===== config.mk =====
export PLATFORM = sky130hd
export DESIGN_NAME = eoi_level_rx
export DESIGN_NICKNAME = d
export VERILOG_FILES = /design/src/rtl/eoi_rx_pkg.sv /design/src/rtl/eoi_rx_frame.sv /design/src/rtl/eoi_rx_entry.sv /design/src/rtl/eoi_level_rx.sv
export SDC_FILE = /design/constraint.sdc
export NUM_CORES = 1
export LEC_CHECK = 0
export BUFFER_PORTS_ARGS = -buffer_cell sky130_fd_sc_hd__buf_2
export CORE_MARGIN = 10
export CORE_UTILIZATION = 45
export CTS_CLUSTER_SIZE = 30
export DETAILED_ROUTE_END_ITERATION = 10
export PLACE_DENSITY = 0.82
export SYNTH_ARGS = -nofsm -noshare
export SYNTH_HDL_FRONTEND = slang
export SYNTH_SLANG_ARGS = --single-unit

===== constraint.sdc =====
create_clock -name clk_i -period 1.8 [get_ports clk_i]
set_clock_uncertainty 0.15 [all_clocks]
set_input_delay 0.09 -clock clk_i [delete_from_list [all_inputs] [get_ports clk_i]]
set_output_delay 0.09 -clock clk_i [all_outputs]
set_load 0.05 [all_outputs]

===== src/rtl/eoi_rx_pkg.sv =====
package eoi_rx_pkg;
  localparam int unsigned SYM_W      = 2;
  localparam int unsigned VEC_W      = 8;
  localparam int unsigned CYC_W      = 6;
  localparam int unsigned EOI_LEN    = 14;
  localparam int unsigned SHORT_LEN  = 21;
  localparam int unsigned LOWPRI_LEN = 33;
  localparam int unsigned RDREQ_LEN  = 39;
  localparam int unsigned TYPE_CYC   = 6;
  localparam int unsigned VEC_FIRST  = 6;
  localparam int unsigned VEC_LAST   = VEC_FIRST + VEC_W / SYM_W - 1;

  typedef enum logic {ST_IDLE, ST_BODY} frm_st_e;

  function automatic logic [CYC_W-1:0] msg_len(input logic [SYM_W-1:0] code);
    case (code)
      2'b10:   msg_len = CYC_W'(LOWPRI_LEN);
      2'b11:   msg_len = CYC_W'(RDREQ_LEN);
      default: msg_len = CYC_W'(SHORT_LEN);
    endcase
  endfunction
endpackage


===== src/rtl/eoi_rx_frame.sv =====
module eoi_rx_frame
  import eoi_rx_pkg::*;
(
  input  logic              clk_i,
  input  logic              rst_ni,
  input  logic [SYM_W-1:0]  bus_i,
  output logic              eoi_stb_o,
  output logic [VEC_W-1:0]  eoi_vec_o
);
  frm_st_e          st_q;
  logic [CYC_W-1:0] cyc_q;
  logic [CYC_W-1:0] len_q;
  logic             eoi_q;
  logic [VEC_W-1:0] vec_q;
  logic             stb_q;

  logic in_vec;
  logic last_cyc;

  assign in_vec   = eoi_q && (cyc_q >= CYC_W'(VEC_FIRST)) && (cyc_q <= CYC_W'(VEC_LAST));
  assign last_cyc = (cyc_q == len_q);

  always_ff @(posedge clk_i or negedge rst_ni) begin
    if (!rst_ni) begin
      st_q  <= ST_IDLE;
      cyc_q <= '0;
      len_q <= CYC_W'(SHORT_LEN);
      eoi_q <= 1'b0;
      vec_q <= '0;
      stb_q <= 1'b0;
    end else begin
      stb_q <= 1'b0;
      if (st_q == ST_IDLE) begin
        if (bus_i[0]) begin
          st_q  <= ST_BODY;
          cyc_q <= CYC_W'(2);
          eoi_q <= bus_i[1];
          len_q <= bus_i[1] ? CYC_W'(EOI_LEN) : CYC_W'(SHORT_LEN);
        end
      end else begin
        cyc_q <= cyc_q + 1'b1;
        if (!eoi_q && cyc_q == CYC_W'(TYPE_CYC)) len_q <= msg_len(bus_i);
        if (in_vec) vec_q <= {vec_q[VEC_W-SYM_W-1:0], bus_i};
        if (last_cyc) begin
          st_q  <= ST_IDLE;
          stb_q <= eoi_q;
        end
      end
    end
  end

  assign eoi_stb_o = stb_q;
  assign eoi_vec_o = vec_q;
endmodule


===== src/rtl/eoi_rx_entry.sv =====
module eoi_rx_entry
  import eoi_rx_pkg::*;
(
  input  logic             clk_i,
  input  logic             rst_ni,
  input  logic [VEC_W-1:0] vec_cfg_i,
  input  logic             level_i,
  input  logic             mask_i,
  input  logic             irq_i,
  input  logic             eoi_stb_i,
  input  logic [VEC_W-1:0] eoi_vec_i,
  output logic             pend_o,
  output logic             dlv_o
);
  logic pend_q, dlv_q;
  logic hit, fire;

  assign hit  = eoi_stb_i && level_i && (vec_cfg_i == eoi_vec_i);
  assign fire = level_i && !mask_i && irq_i;

  always_ff @(posedge clk_i or negedge rst_ni) begin
    if (!rst_ni) begin
      pend_q <= 1'b0;
      dlv_q  <= 1'b0;
    end else begin
      dlv_q <= 1'b0;
      if (pend_q) begin
        if (hit) pend_q <= 1'b0;
      end else if (fire) begin
        pend_q <= 1'b1;
        dlv_q  <= 1'b1;
      end
    end
  end

  assign pend_o = pend_q;
  assign dlv_o  = dlv_q;
endmodule


===== src/rtl/eoi_level_rx.sv =====
module eoi_level_rx
  import eoi_rx_pkg::*;
#(
  parameter int unsigned NUM_ENT = 8
) (
  input  logic                     clk_i,
  input  logic                     rst_ni,
  input  logic [1:0]               bus_i,
  input  logic [NUM_ENT*VEC_W-1:0] vec_tbl_i,
  input  logic [NUM_ENT-1:0]       level_i,
  input  logic [NUM_ENT-1:0]       mask_i,
  input  logic [NUM_ENT-1:0]       irq_i,
  output logic [NUM_ENT-1:0]       pend_o,
  output logic [NUM_ENT-1:0]       new_irq_o
);
  logic             eoi_stb;
  logic [VEC_W-1:0] eoi_vec;

  eoi_rx_frame u_frame (
    .clk_i     (clk_i),
    .rst_ni    (rst_ni),
    .bus_i     (bus_i),
    .eoi_stb_o (eoi_stb),
    .eoi_vec_o (eoi_vec)
  );

  for (genvar i = 0; i < NUM_ENT; i++) begin : g_ent
    eoi_rx_entry u_ent (
      .clk_i     (clk_i),
      .rst_ni    (rst_ni),
      .vec_cfg_i (vec_tbl_i[i*VEC_W +: VEC_W]),
      .level_i   (level_i[i]),
      .mask_i    (mask_i[i]),
      .irq_i     (irq_i[i]),
      .eoi_stb_i (eoi_stb),
      .eoi_vec_i (eoi_vec),
      .pend_o    (pend_o[i]),
      .dlv_o     (new_irq_o[i])
    );
  end
endmodule


==> summary.md, run 1 <==
| Metric | Value |
|---|---|
| Status | `finished, final reports clean` |
| Leakage | `1.65 nW` |
| Period minus WS final | `1.76 ns` |
| Hold slack final | `0.0133 ns` |
| Sequential share of the synthesized area | `37.8%` |
| IO buf count | `107` |
| Largest stage delay, worst path | `~0.43 ns` |
| Wire length per cell | `18.3 um` |
| First-pass GRT wire length | `12100 um` |
| Top cell type's share of synthesized area | `between 30% and 40%` |
| Vias in the first global route | `2424` |
| Die Height | `~96 um` |
| Grt total ovfl | `0` |
| Achievable frequency | `570 MHz` |
| Pins over their slew limit | `0` |
| Clock power share | `approximately 18%` |
| Met1 Usage GRT | `18.0%` |
| Net Switching | `between 2 and 2.5 mW` |
| Startpoint types | `flop` |
| Cell Pwr Density | `1380 nW/um2` |
| DRC | `0` |
| CTS H-tree lvls | `2` |
| Final-report setup violation count | `0` |
| # nets final | `474` |
| Fin. Hold Viols | `0` |
| DRT Pass-1 Iters | `4` |
| Hold WC Path Type | `in2reg` |
| Post-layout util | `63.5%` |
| Internal Power | `between 2 and 3 mW` |
| Diode count | `0` |
| Crit-path max FO | `8` |
| Crit-path cells | `inv_2 > ha_1 > o21ai_2 > o22ai_2 > nand4_4 > mux2_4` |
| Combinational share of power | `45.4%` |
| Clock slew at reported path FFs | `0.08 ns` |
| Clk root buf | `clkbuf_8` |
| HPWL after detailed placement | `5730 um` |
| Most Used Layer, Global Route | `met2` |
| CTS tree | `done` |
| Met3 Use GR | `under 10%` |
| Via count | `2355` |
| Avg Cell Area, Syn | `10.1 um2` |
| Area leader, netlist | `dfrtp_1` |
| Largest net degree at the start of global routing | `40` |
| Antenna Nets Post-Route | `0` |
| Netlist cell types | `39` |
| Max-cap violation count | `0` |
| Worst Path Required | `1.83 ns` |
| Synth Instances | `257` |
| Peak VDD IR | `0.689 mV` |
| Fraction of layout cells with a size suffix above 1 | `39.1%` |
| Ports | `~110` |
| Core box area | `between 5000 and 6000 um2` |
| CP Class | `reg2reg` |
| Crit-path slowest cell | `dfrtp_1` |
| Area contributors post-synth | `dfrtp_1 (35%), xnor2_1 (16%), xor2_1 (8.1%), buf_4 (4.9%), mux2_2 (3.5%)` |
| Initial Util | `~47%` |
| DIE WIDTH | `95.9 um` |
| Worst EP arrival | `1.78 ns` |
| Switching part of the total power | `41.0%` |
| Fin crit share | `97.5%` |
| Post-Syn Area | `approximately 2600 um2` |
| Global Route Usage Sum | `16.9%` |
| Slew HR | `about three fifths` |
| Maximum root-to-sink buffer count | `2` |
| Initial antenna violation count | `0` |
| #FFs+latches synth | `39` |
| Synth warn | `0` |
| Gp weighted congestion | `0.903` |
| Clk Latency, worst-skew pair | `0.29 ns` |
| Register share of total power | `36.9%` |
| Number of vias per cell | `5.22` |
| Net count after synthesis | `353` |
| # clock sinks | `39` |
| Area Growth Syn to Fin | `35.7%` |
| Final WL | `around 8300 um` |
| DR iter-0 viols | `112` |
| RSZ-0062 raised after global routing | `true` |
| TritonCTS Buffers | `5` |
| Die ar. | `9200 um2` |
| Cell row count | `27` |
| CP Capture Type | `flop` |
| Grt met2 use | `31.0%` |
| Worst slew pin tran | `0.591 ns` |
| Setup TNS Final | `0 ns` |
-- Yosys cell counts --
| master | instances |
|---|---|
| nand4_4 | 1 |
| and3_1 | 4 |
| nor4bb_1 | 6 |
| nand3_1 | 12 |
| buf_4 | 17 |
| o21ai_0 | 5 |
| nor2b_1 | 1 |
| nor4_1 | 6 |
| a21oi_1 | 2 |
| a21oi_2 | 1 |
| clkbuf_2 | 1 |
| buf_6 | 1 |
| nor2_1 | 8 |
| nand4b_1 | 1 |
| nor3_4 | 1 |
| dfstp_2 | 3 |
| dfrtp_1 | 36 |
| buf_2 | 10 |
| a31oi_1 | 3 |
| o211ai_1 | 1 |
| o31ai_1 | 6 |
| o31a_1 | 1 |
| and2_4 | 1 |
| xor2_1 | 24 |
| o22ai_2 | 1 |
| and4b_2 | 1 |
| o22ai_1 | 2 |
| a21o_1 | 2 |
| ha_1 | 4 |
| a221oi_2 | 1 |
| inv_1 | 5 |
| mux2_2 | 8 |
| a22oi_1 | 1 |
| nand4_1 | 7 |
| o21ai_1 | 1 |
| nand2_1 | 14 |
| nor3_1 | 4 |
| nand2b_1 | 6 |
| xnor2_1 | 48 |
-- routing by layer --
layer / vias up / wire length, um
li1: 1101 / -
met1: 1103 / 3050
met2: 132 / 4160
met3: 19 / 873
met4: 0 / 196
met5: - / 0
-- through the flow --
step | instances | worst slack, ns | total power [mW] | area (um2)
final | 451 | 0.0449 | 4.87 | 3520
after global routing | 451 | -0.00815 | 5.15 | 3520
after CTS | 449 | 0.0298 | 4.79 | 3480
after detailed placement | 414 | 0.0142 | 3.85 | 3080
after global placement | 414 | 0.0699 | 3.78 | 3080
after floorplan | 257 | 0.133 | 3.35 | 2590
-- worst paths after layout --
path,start,end,slack [ns],cells past startpoint
worst max register to register,u_frame.cyc_q[1],u_frame.eoi_vec_o[4],0.04,6
worst min-delay path,irq_i[3],g_ent[3].u_ent.pend_o,0.01,4
min in group asynchronous,rst_ni,g_ent[6].u_ent.pend_o,0.27,3
worst min register to register,u_frame.len_q[3],u_frame.len_q[3],0.36,2
max in group asynchronous,rst_ni,u_frame.len_q[0],0.87,3
worst max-delay path,u_frame.cyc_q[1],u_frame.eoi_vec_o[4],0.04,6
-- sequential cells by signal, summed over array words and instances, names as in the netlist --
name,cells
g_ent.u_ent.dlv_o,8
g_ent.u_ent.pend_o,8
u_frame.cyc_q,6
u_frame.eoi_q,1
u_frame.eoi_stb_o,1
u_frame.eoi_vec_o,8
u_frame.len_q,6
u_frame.st_q,1
-- power groups by stage --
stage	clock network (mW)	registers (mW)	logic [mW]
2_1_floorplan	0	1.35	2.00
3_3_place_gp	0	1.80	1.98
3_5_place_dp	0	1.80	2.05
4_1_cts	0.863	1.78	2.14
5_1_grt	0.907	1.84	2.40
6_report	0.863	1.80	2.21
-- critical path, delay by kind of cell, from the launching register on --
kind,cells,cell delay [ns]
muxes,1,0.34
AOI/OAI and AO/OA,2,0.30
and+or+nand+nor,1,0.19
adders and majority gates,1,0.16
buffers and inverters,1,0.08
DFF,1,0.43
-- placed cells by master (no fill, tap or decap), types with 3 or more instances in the layout --
master and instances:
nor4bb_2 3, xnor2_1 48, dlygate4sd3_1 26, nor4bb_1 3, nand2_1 14, nor3_1 4, o21ai_0 5, nand2b_1 6
nand4_1 7, buf_4 10, nor2_1 8, dfstp_2 3, mux2_2 7, dfrtp_1 36, ha_1 4, clkbuf_8 5
xor2_1 24, and3_1 4, a31oi_1 3, o31ai_1 6, nand3_1 12, buf_2 107, inv_1 3, nor4_1 6
-- what timing repair did --
item | in CTS | in global routing
pin swaps | 0 | 2
hold endpoints to repair | 58 | 0
gates resized for setup | 0 | 7
endpoints found under the setup margin | 2 | 11
buffers inserted | 1 | 2
hold buffers | 26 | 0
gates cloned | 0 | 0
-- cell families (layout without fill, tap and decap cells) --
family | count (synthesis) | after routing | share of synthesized area, %
AOI/OAI and AO/OA | 27 | 27 | 7.38
DFF | 39 | 39 | 37.8
and+or+nand+nor | 73 | 73 | 16.9
buffers and inverters | 34 | 156 | 8.20
xor gates and xnor gates | 72 | 72 | 24.3
muxes | 8 | 8 | 3.47
adders and majority gates | 4 | 4 | 1.93
-- area by class of cell --
class / count / area, um2
tap: 72 / 90.1
multi-input combinational: 184 / 1430
clock inverter: 2 / 60.1
sequential: 39 / 980
fill: 410 / 2020
clock buffer: 6 / 72.6
inverter: 5 / 18.8
timing repair buffer: 143 / 871
No activity file was read; power rests on OpenSTA's default activity.
==> run 2: changes to the inputs <==
- ABC_AREA: unset -> 1
- CORE_ASPECT_RATIO: unset -> 0.5
- PLACE_DENSITY: 0.82 -> 0.8
==> run 2 against run 1 <==
Effect of this change:
- first-iteration DRC count grew 51%
- sequential cell count is the same
- highest routed layer unchanged
- critical endpoint is now u_frame.eoi_vec_o[5]
- die area is 14% higher
- synthesized area is 16% higher
- final cell count rose by 50%
- worst hold slack better by 0.013 ns
- worst setup slack better by 0.11 ns
- global-route usage shrank 0.25 points
==> summary.md, run 2 <==
| Metric | Value |
|---|---|
| Filler Cell Count | `593 (was 410)` |
| RR Startpoint | `u_frame.cyc_q[1] (unchanged)` |
| Number of flops mapped to enable cells by yosys | `0 (unchanged)` |
| Synth cell count leaders | `nand2_1 (171), inv_1 (74), nor2_1 (58), dfrtp_1 (36), nand3_1 (22) (was xnor2_1 (48), dfrtp_1 (36), xor2_1 (24), buf_4 (17), nand2_1 (14))` |
| DRC | `0 (unchanged)` |
| Combinational share of power | `49.1% (was 45.4%)` |
| Cell Pwr Density | `1230 nW/um2 (was 1380 nW/um2)` |
| Peak VDD IR | `0.513 mV (was 0.689 mV)` |
| Wire length per cell | `13.2 um (was 18.3 um)` |
| Crit path top cell by count | `nand2_1` |
| Final WL | `8910 um (was 8270 um)` |
| Area contributors post-synth | `dfrtp_1 (30%), nand2_1 (21%), inv_1 (9.3%), nor2_1 (7.3%), buf_4 (5.3%) (was dfrtp_1 (35%), xnor2_1 (16%), xor2_1 (8.1%), buf_4 (4.9%), mux2_2 (3.5%))` |
| Reg-to-Reg End | `u_frame.eoi_vec_o[5] (was u_frame.eoi_vec_o[4])` |
| Cell row count | `20 (was 27)` |
| DR iter-0 viols | `169 (was 112)` |
| Core box area | `6260 um2 (was 5540 um2)` |
| #FFs+latches synth | `39 (unchanged)` |
| Final-report setup violation count | `0 (unchanged)` |
| Largest stage delay, worst path | `0.40 ns (was 0.43 ns)` |
| Crit-path max FO | `16 (was 8)` |
| Final instance area | `3850 um2 (was 3520 um2)` |
| Sequential share of the synthesized area | `32.7% (was 37.8%)` |
| Hold path cells | `5 (was 4)` |
| Crit-path cells | `inv_1 > ha_1 > o21ai_0 > nand2_1 > nand3_4 > nand2_1 > o21ai_2 (was inv_2 > ha_1 > o21ai_2 > o22ai_2 > nand4_4 > mux2_4)` |
| Crit-path slowest cell | `dfrtp_1 (unchanged)` |
| Clock slew at reported path FFs | `0.06 ns (was 0.08 ns)` |
| Maximum root-to-sink buffer count | `2 (unchanged)` |
| Fin. Hold Viols | `0 (unchanged)` |
| Internal Power | `2.63 mW (was 2.87 mW)` |
| Synth warn | `0 (unchanged)` |
| Via count | `3107 (was 2355)` |
| Worst path depth | `7 (was 6)` |
| Ports | `108 (unchanged)` |
| Most Used Layer, Global Route | `met2 (unchanged)` |
| Area Growth Syn to Fin | `28.5% (was 35.7%)` |
| Vias in the first global route | `3103 (was 2424)` |
| R2r setup slk | `0.16 ns (was 0.04 ns)` |
| CTS tree | `done (unchanged)` |
| Clk Latency, worst-skew pair | `0.28 ns (was 0.29 ns)` |
| Slew HR | `65.4% (was 60.6%)` |
| Number of vias per cell | `4.59 (was 5.22)` |
| Worst EP arrival | `1.70 ns (was 1.78 ns)` |
| Achievable frequency | `609 MHz (was 570 MHz)` |
| Antenna Nets Post-Route | `0 (unchanged)` |
| DIE WIDTH | `135 um (was 95.9 um)` |
| Switching part of the total power | `44.6% (was 41.0%)` |
| Most common cell after layout, fill and taps aside | `nand2_1 (was buf_2)` |
| Global Route Usage Sum | `16.6% (was 16.9%)` |
| Reg2Reg Depth | `7 (was 6)` |
| CP Capture Type | `flop (unchanged)` |
| Max-cap violation count | `0 (unchanged)` |
| # clock sinks | `39 (unchanged)` |
| Worst slew pin tran | `0.519 ns (was 0.591 ns)` |
| HPWL after detailed placement | `6740 um (was 5730 um)` |
| Period minus WS final | `1.64 ns (was 1.76 ns)` |
| Post-Syn Area | `3000 um2 (was 2590 um2)` |
| Net count after synthesis | `569 (was 353)` |
| Count leader, synth | `nand2_1 (was xnor2_1)` |
| Fin crit share | `91.2% (was 97.5%)` |
| CP Buf/Inv Count | `1 (unchanged)` |
| Synth Instances | `473 (was 257)` |
| Diode count | `0 (unchanged)` |
| Leakage | `2.23 nW (was 1.65 nW)` |
| CP Class | `reg2reg (unchanged)` |
| CTS H-tree lvls | `2 (unchanged)` |
| Post-DP Area | `3500 um2 (was 3080 um2)` |
| Net Switching | `2.11 mW (was 2.00 mW)` |
| Worst Path Required | `1.86 ns (was 1.83 ns)` |
| Area leader, netlist | `dfrtp_1 (unchanged)` |
| Setup TNS Final | `0 ns (unchanged)` |
| Top cell type's share of synthesized area | `30.0% (was 34.7%)` |
| Initial Util | `47.9% (was 46.8%)` |
| # nets final | `684 (was 474)` |
| Grt met2 use | `30.3% (was 31.0%)` |
| Met1 Usage GRT | `18.9% (was 18.0%)` |
| Commonest non-fill, non-tap cells in the layout | `nand2_1 (171), buf_2 (107), inv_1 (73) (was buf_2 (107), xnor2_1 (48), dfrtp_1 (36))` |
| Placed Cells | `649 (was 414)` |
| Final Power | `4.74 mW (was 4.87 mW)` |
| Die ar. | `10500 um2 (was 9200 um2)` |
| Pins over their slew limit | `0 (unchanged)` |
| Status | `finished, final reports clean (unchanged)` |
| CP top delay family | `simple AND/OR/NAND/NOR gates (was flip-flops)` |
| Fraction of layout cells with a size suffix above 1 | `25.3% (was 39.1%)` |
| Hold Path Sink | `g_ent[4].u_ent.pend_o (was g_ent[3].u_ent.pend_o)` |
| First-pass GRT wire length | `14400 um (was 12100 um)` |
| Avg Cell Area, Syn | `6.34 um2 (was 10.1 um2)` |
| RSZ-0062 raised after global routing | `false (was true)` |
| Startpoint types | `flop (unchanged)` |
| Synth Flop Type | `dfrtp_1 (unchanged)` |
| Gp weighted congestion | `0.870 (was 0.903)` |
| Post-Layout Cell Count | `677 (was 451)` |
| TritonCTS Buffers | `5 (unchanged)` |
| Hold_sp | `vec_tbl_i[39] (was irq_i[3])` |
| Clk root buf | `clkbuf_16 (was clkbuf_8)` |
| Hold WC Path Type | `in2reg (unchanged)` |
| Register share of total power | `31.2% (was 36.9%)` |
| Async S/R FF share, synth | `100% (unchanged)` |
| Grt total ovfl | `0 (unchanged)` |
| IO buf count | `107 (unchanged)` |
| Die Height | `77.7 um (was 95.9 um)` |
| Clock power share | `19.7% (was 17.7%)` |
| Met3 Use GR | `4.24% (was 5.06%)` |
| Netlist cell types | `27 (was 39)` |
| Initial antenna violation count | `0 (unchanged)` |
| Largest net degree at the start of global routing | `40 (unchanged)` |
| DRT Pass-1 Iters | `4 (unchanged)` |
## run 2: changes by cell type after synthesis, moves of 10 or more
cell | before | now
nand2_1 | 14 | 171
inv_1 | 5 | 74
nor2_1 | 8 | 58
xnor2_1 | 48 | 11
xor2_1 | 24 | 0
o21ai_0 | 5 | 17
nand3_1 | 12 | 22
## run 2: worst max path at each step
stage | from | end
after floorplan | u_frame.cyc_q[0] | u_frame.eoi_vec_o[5]
after global placement | u_frame.cyc_q[0] | u_frame.len_q[5]
after detailed placement | u_frame.cyc_q[0] | u_frame.len_q[5]
after CTS | u_frame.cyc_q[0] | u_frame.eoi_vec_o[5]
after global routing | u_frame.cyc_q[0] | u_frame.len_q[4]
final | u_frame.cyc_q[1] | u_frame.eoi_vec_o[5]
## run 2: metal layers
metal | part of all wire (%) | wire [um]
met3 | 7.4 | 661
met4 | 1.9 | 172
met1 | 39 | 3510
met2 | 51 | 4560
met5 | 0 | 0
## run 2: worst min-delay path, stage by stage
cell and delay (ns):
buf_2 0.09, xnor2_1 0.05, nand3_1 0.06, o21bai_1 0.07, nand2_1 0.05
## run 2: power groups by stage
stage | Clock [mW] | Sequential (mW) | Combinational, mW
floorplan | 0 | 1.34 | 1.91
global placement | 0 | 1.48 | 2.23
detailed placement | 0 | 1.48 | 2.28
CTS | 0.947 | 1.47 | 2.33
global route | 0.991 | 1.52 | 2.67
finish | 0.934 | 1.48 | 2.33
## run 2: layout make-up
type                       instances  area [um2]  area share (%)
sequential                        39         981            25.4
clock inverter                     1        7.51           0.195
timing repair buffer             136         801            20.8
inverter                          79         299            7.76
multi-input combinational        327        1500            39.0
clock buffer                       7         153            3.96
tap                               88         110            2.86
## run 2: logic make-up (layout without fill, tap and decap cells)
logic type,after synthesis,after routing,synth area share (%)
buffers and inverters,107,223,17.2
XOR/XNOR,11,11,3.21
AND/OR/NAND/NOR,273,273,37.4
AO/OA/AOI/OAI,39,39,7.84
adder cells (fa/ha/maj),4,4,1.67
flip-flops,39,39,32.7
## run 2: through the flow
step	worst slack, ns	hold slack (ns)	util (%)
2_1_floorplan	0.300	-0.356	-
3_3_place_gp	0.192	0.0341	55.9
3_5_place_dp	0.162	0.0334	55.9
4_1_cts	0.107	0.0150	61.5
5_1_grt	0.0121	0.0669	61.6
6_report	0.158	0.0259	61.6
## run 2: repair_timing
item / CTS / global route
endpoints found under the hold margin: 49 / 0
hold buffers: 19 / 0
resized for setup: 0 / 2
setup endpoints to repair: 0 / 11
buffers inserted: 0 / 1
==> run 3: changes to the inputs <==
- CORE_ASPECT_RATIO: 0.5 -> 1.1
==> run 3 against run 2 <==
Effect of this change:
- critical path depth grew 1
- fmax fell by 1.8%
- wire length increased by 2.6%
- critical path type unchanged
==> summary.md, run 3 (synthesis gave the netlist of run 2 again) <==
| Metric | Value |
|---|---|
| Clk root buf | `clkbuf_8 (was clkbuf_16)` |
| Final WL | `9140 um (was 8910 um)` |
| Clk Latency, worst-skew pair | `0.29 ns (was 0.28 ns)` |
| Grt total ovfl | `0 (unchanged)` |
| Post-Layout Cell Count | `669 (was 677)` |
| Number of vias per cell | `4.81 (was 4.59)` |
| TritonCTS Buffers | `5 (unchanged)` |
| Combinational share of power | `52.5% (was 49.1%)` |
| Fin. Hold Viols | `0 (unchanged)` |
| Hold WC Path Type | `in2reg (unchanged)` |
| Peak VDD IR | `0.740 mV (was 0.513 mV)` |
| First-pass GRT wire length | `15000 um (was 14400 um)` |
| Area Growth Syn to Fin | `25.7% (was 28.5%)` |
| Final WS setup | `0.128 ns (was 0.158 ns)` |
| Die Height | `106 um (was 77.7 um)` |
| Fin crit share | `92.9% (was 91.2%)` |
| Commonest non-fill, non-tap cells in the layout | `nand2_1 (170), buf_2 (107), inv_1 (72) (was nand2_1 (171), buf_2 (107), inv_1 (73))` |
| Global Route Usage Sum | `17.5% (was 16.6%)` |
| Startpoint types | `flop (unchanged)` |
| Worst slew pin tran | `0.526 ns (was 0.519 ns)` |
| Cell row count | `31 (was 20)` |
| Initial Util | `46.0% (was 47.9%)` |
| Final Power | `4.42 mW (was 4.74 mW)` |
| Crit path from | `u_frame.eoi_vec_o[1] (was u_frame.cyc_q[1])` |
| Status | `finished, final reports clean (unchanged)` |
| DR iter-0 viols | `130 (was 169)` |
| IO buf count | `107 (unchanged)` |
| DRC | `0 (unchanged)` |
| # clock sinks | `39 (unchanged)` |
| CP Capture Type | `flop (unchanged)` |
| Largest net degree at the start of global routing | `40 (unchanged)` |
| Diode count | `0 (unchanged)` |
| Most common cell after layout, fill and taps aside | `nand2_1 (unchanged)` |
| Core box area | `6520 um2 (was 6260 um2)` |
| Fraction of layout cells with a size suffix above 1 | `25.0% (was 25.3%)` |
| Maximum root-to-sink buffer count | `2 (unchanged)` |
| Setup TNS Final | `0 ns (unchanged)` |
| Die ar. | `10300 um2 (was 10500 um2)` |
| DRT Pass-1 Iters | `5 (was 4)` |
| RR Startpoint | `u_frame.eoi_vec_o[1] (was u_frame.cyc_q[1])` |
| CTS tree | `done (unchanged)` |
| Vias in the first global route | `3318 (was 3103)` |
| CP Class | `reg2reg (unchanged)` |
| Hold_sp | `vec_tbl_i[25] (was vec_tbl_i[39])` |
| Final-report setup violation count | `0 (unchanged)` |
| Clock slew at reported path FFs | `0.08 ns (was 0.06 ns)` |
| Worst EP arrival | `1.72 ns (was 1.70 ns)` |
| Pins over their slew limit | `0 (unchanged)` |
| Period minus WS final | `1.67 ns (was 1.64 ns)` |
| Net Switching | `2.13 mW (was 2.11 mW)` |
| Achievable frequency | `598 MHz (was 609 MHz)` |
| Switching part of the total power | `48.1% (was 44.6%)` |
| Register share of total power | `34.4% (was 31.2%)` |
| Via count | `3217 (was 3107)` |
| DIE WIDTH | `97.8 um (was 135 um)` |
| Clock power share | `13.1% (was 19.7%)` |
| Wire length per cell | `13.7 um (was 13.2 um)` |
| Filler Cell Count | `612 (was 593)` |
| Gp weighted congestion | `0.894 (was 0.870)` |
| CTS H-tree lvls | `2 (unchanged)` |
| Leakage | `2.18 nW (was 2.23 nW)` |
| # nets final | `682 (was 684)` |
| HPWL after detailed placement | `7170 um (was 6740 um)` |
| Crit-path max FO | `11 (was 16)` |
| Ports | `108 (unchanged)` |
| Place WS | `0.157 ns (was 0.162 ns)` |
| Slew HR | `64.9% (was 65.4%)` |
| Placed Cells | `640 (was 649)` |
| Cell Pwr Density | `1170 nW/um2 (was 1230 nW/um2)` |
| Antenna Nets Post-Route | `0 (unchanged)` |
| Worst Path Required | `1.84 ns (was 1.86 ns)` |
| Initial antenna violation count | `0 (unchanged)` |
| Max-cap violation count | `0 (unchanged)` |
| Internal Power | `2.30 mW (was 2.63 mW)` |
run 3: stage by stage:
stage	util [%]	instance area, um2	hold WS (ns)
after global placement	53.2	3470	0.0344
after global routing	57.9	3770	0.0290
after detailed placement	53.2	3470	0.0398
after CTS	57.4	3740	0.00941
final	57.9	3770	0.0129
after floorplan	-	3000	-0.356
run 3: worst max-delay path, stage by stage, from the launching register on:
cell and delay [ns]:
dfrtp_1 0.56, clkinvlp_4 0.16, buf_4 0.20, nand2_1 0.07, nand3_1 0.08, nor3_1 0.16, nand2_1 0.09, nand2_1 0.06
nand2_1 0.04
run 3: power groups by stage:
stage	Sequential [mW]	Combinational (mW)	Clock (mW)
final	1.52	2.32	0.581
after detailed placement	1.52	2.20	0
after global placement	1.51	2.14	0
after CTS	1.50	2.24	0.600
after global routing	1.57	2.65	0.646
after floorplan	1.34	1.91	0
run 3: area by class of cell:
type / count / area [um2] / share of cell area [%]
Sequential cell: 39 / 981 / 26.0
Multi-Input combinational cell: 328 / 1520 / 40.4
Clock buffer: 7 / 76.3 / 2.02
Clock inverter: 1 / 5.00 / 0.133
Tap cell: 82 / 103 / 2.72
Inverter: 79 / 303 / 8.03
Timing Repair Buffer: 133 / 778 / 20.6
run 3: what timing repair did:
action                     CTS  global route
hold endpoints to repair    51             0
setup endpoints to repair    0             9
resized for setup            0             5
hold buffers                19             0
setup buffers                0             1
run 3: per-layer routing:
metal  wire length [um]  vias to the layer above  global-route usage [%]
met4                179                        0                    6.44
met1               3510                     1450                    18.6
met2               4720                      117                    32.0
met3                722                       15                    4.77
li1                   -                     1635                       -
met5                  0                        -                       0
run 3: worst paths after layout:
kind                                         end  slack [ns]  cells after the start
hold / removal             g_ent[3].u_ent.pend_o        0.01                      5
setup reg to reg           g_ent[6].u_ent.pend_o        0.13                      8
setup / recovery           g_ent[6].u_ent.pend_o        0.13                      8
max in group asynchronous       u_frame.cyc_q[1]        0.87                      3
hold reg to reg                 u_frame.len_q[2]        0.35                      2
min in group asynchronous  g_ent[5].u_ent.pend_o        0.23                      3
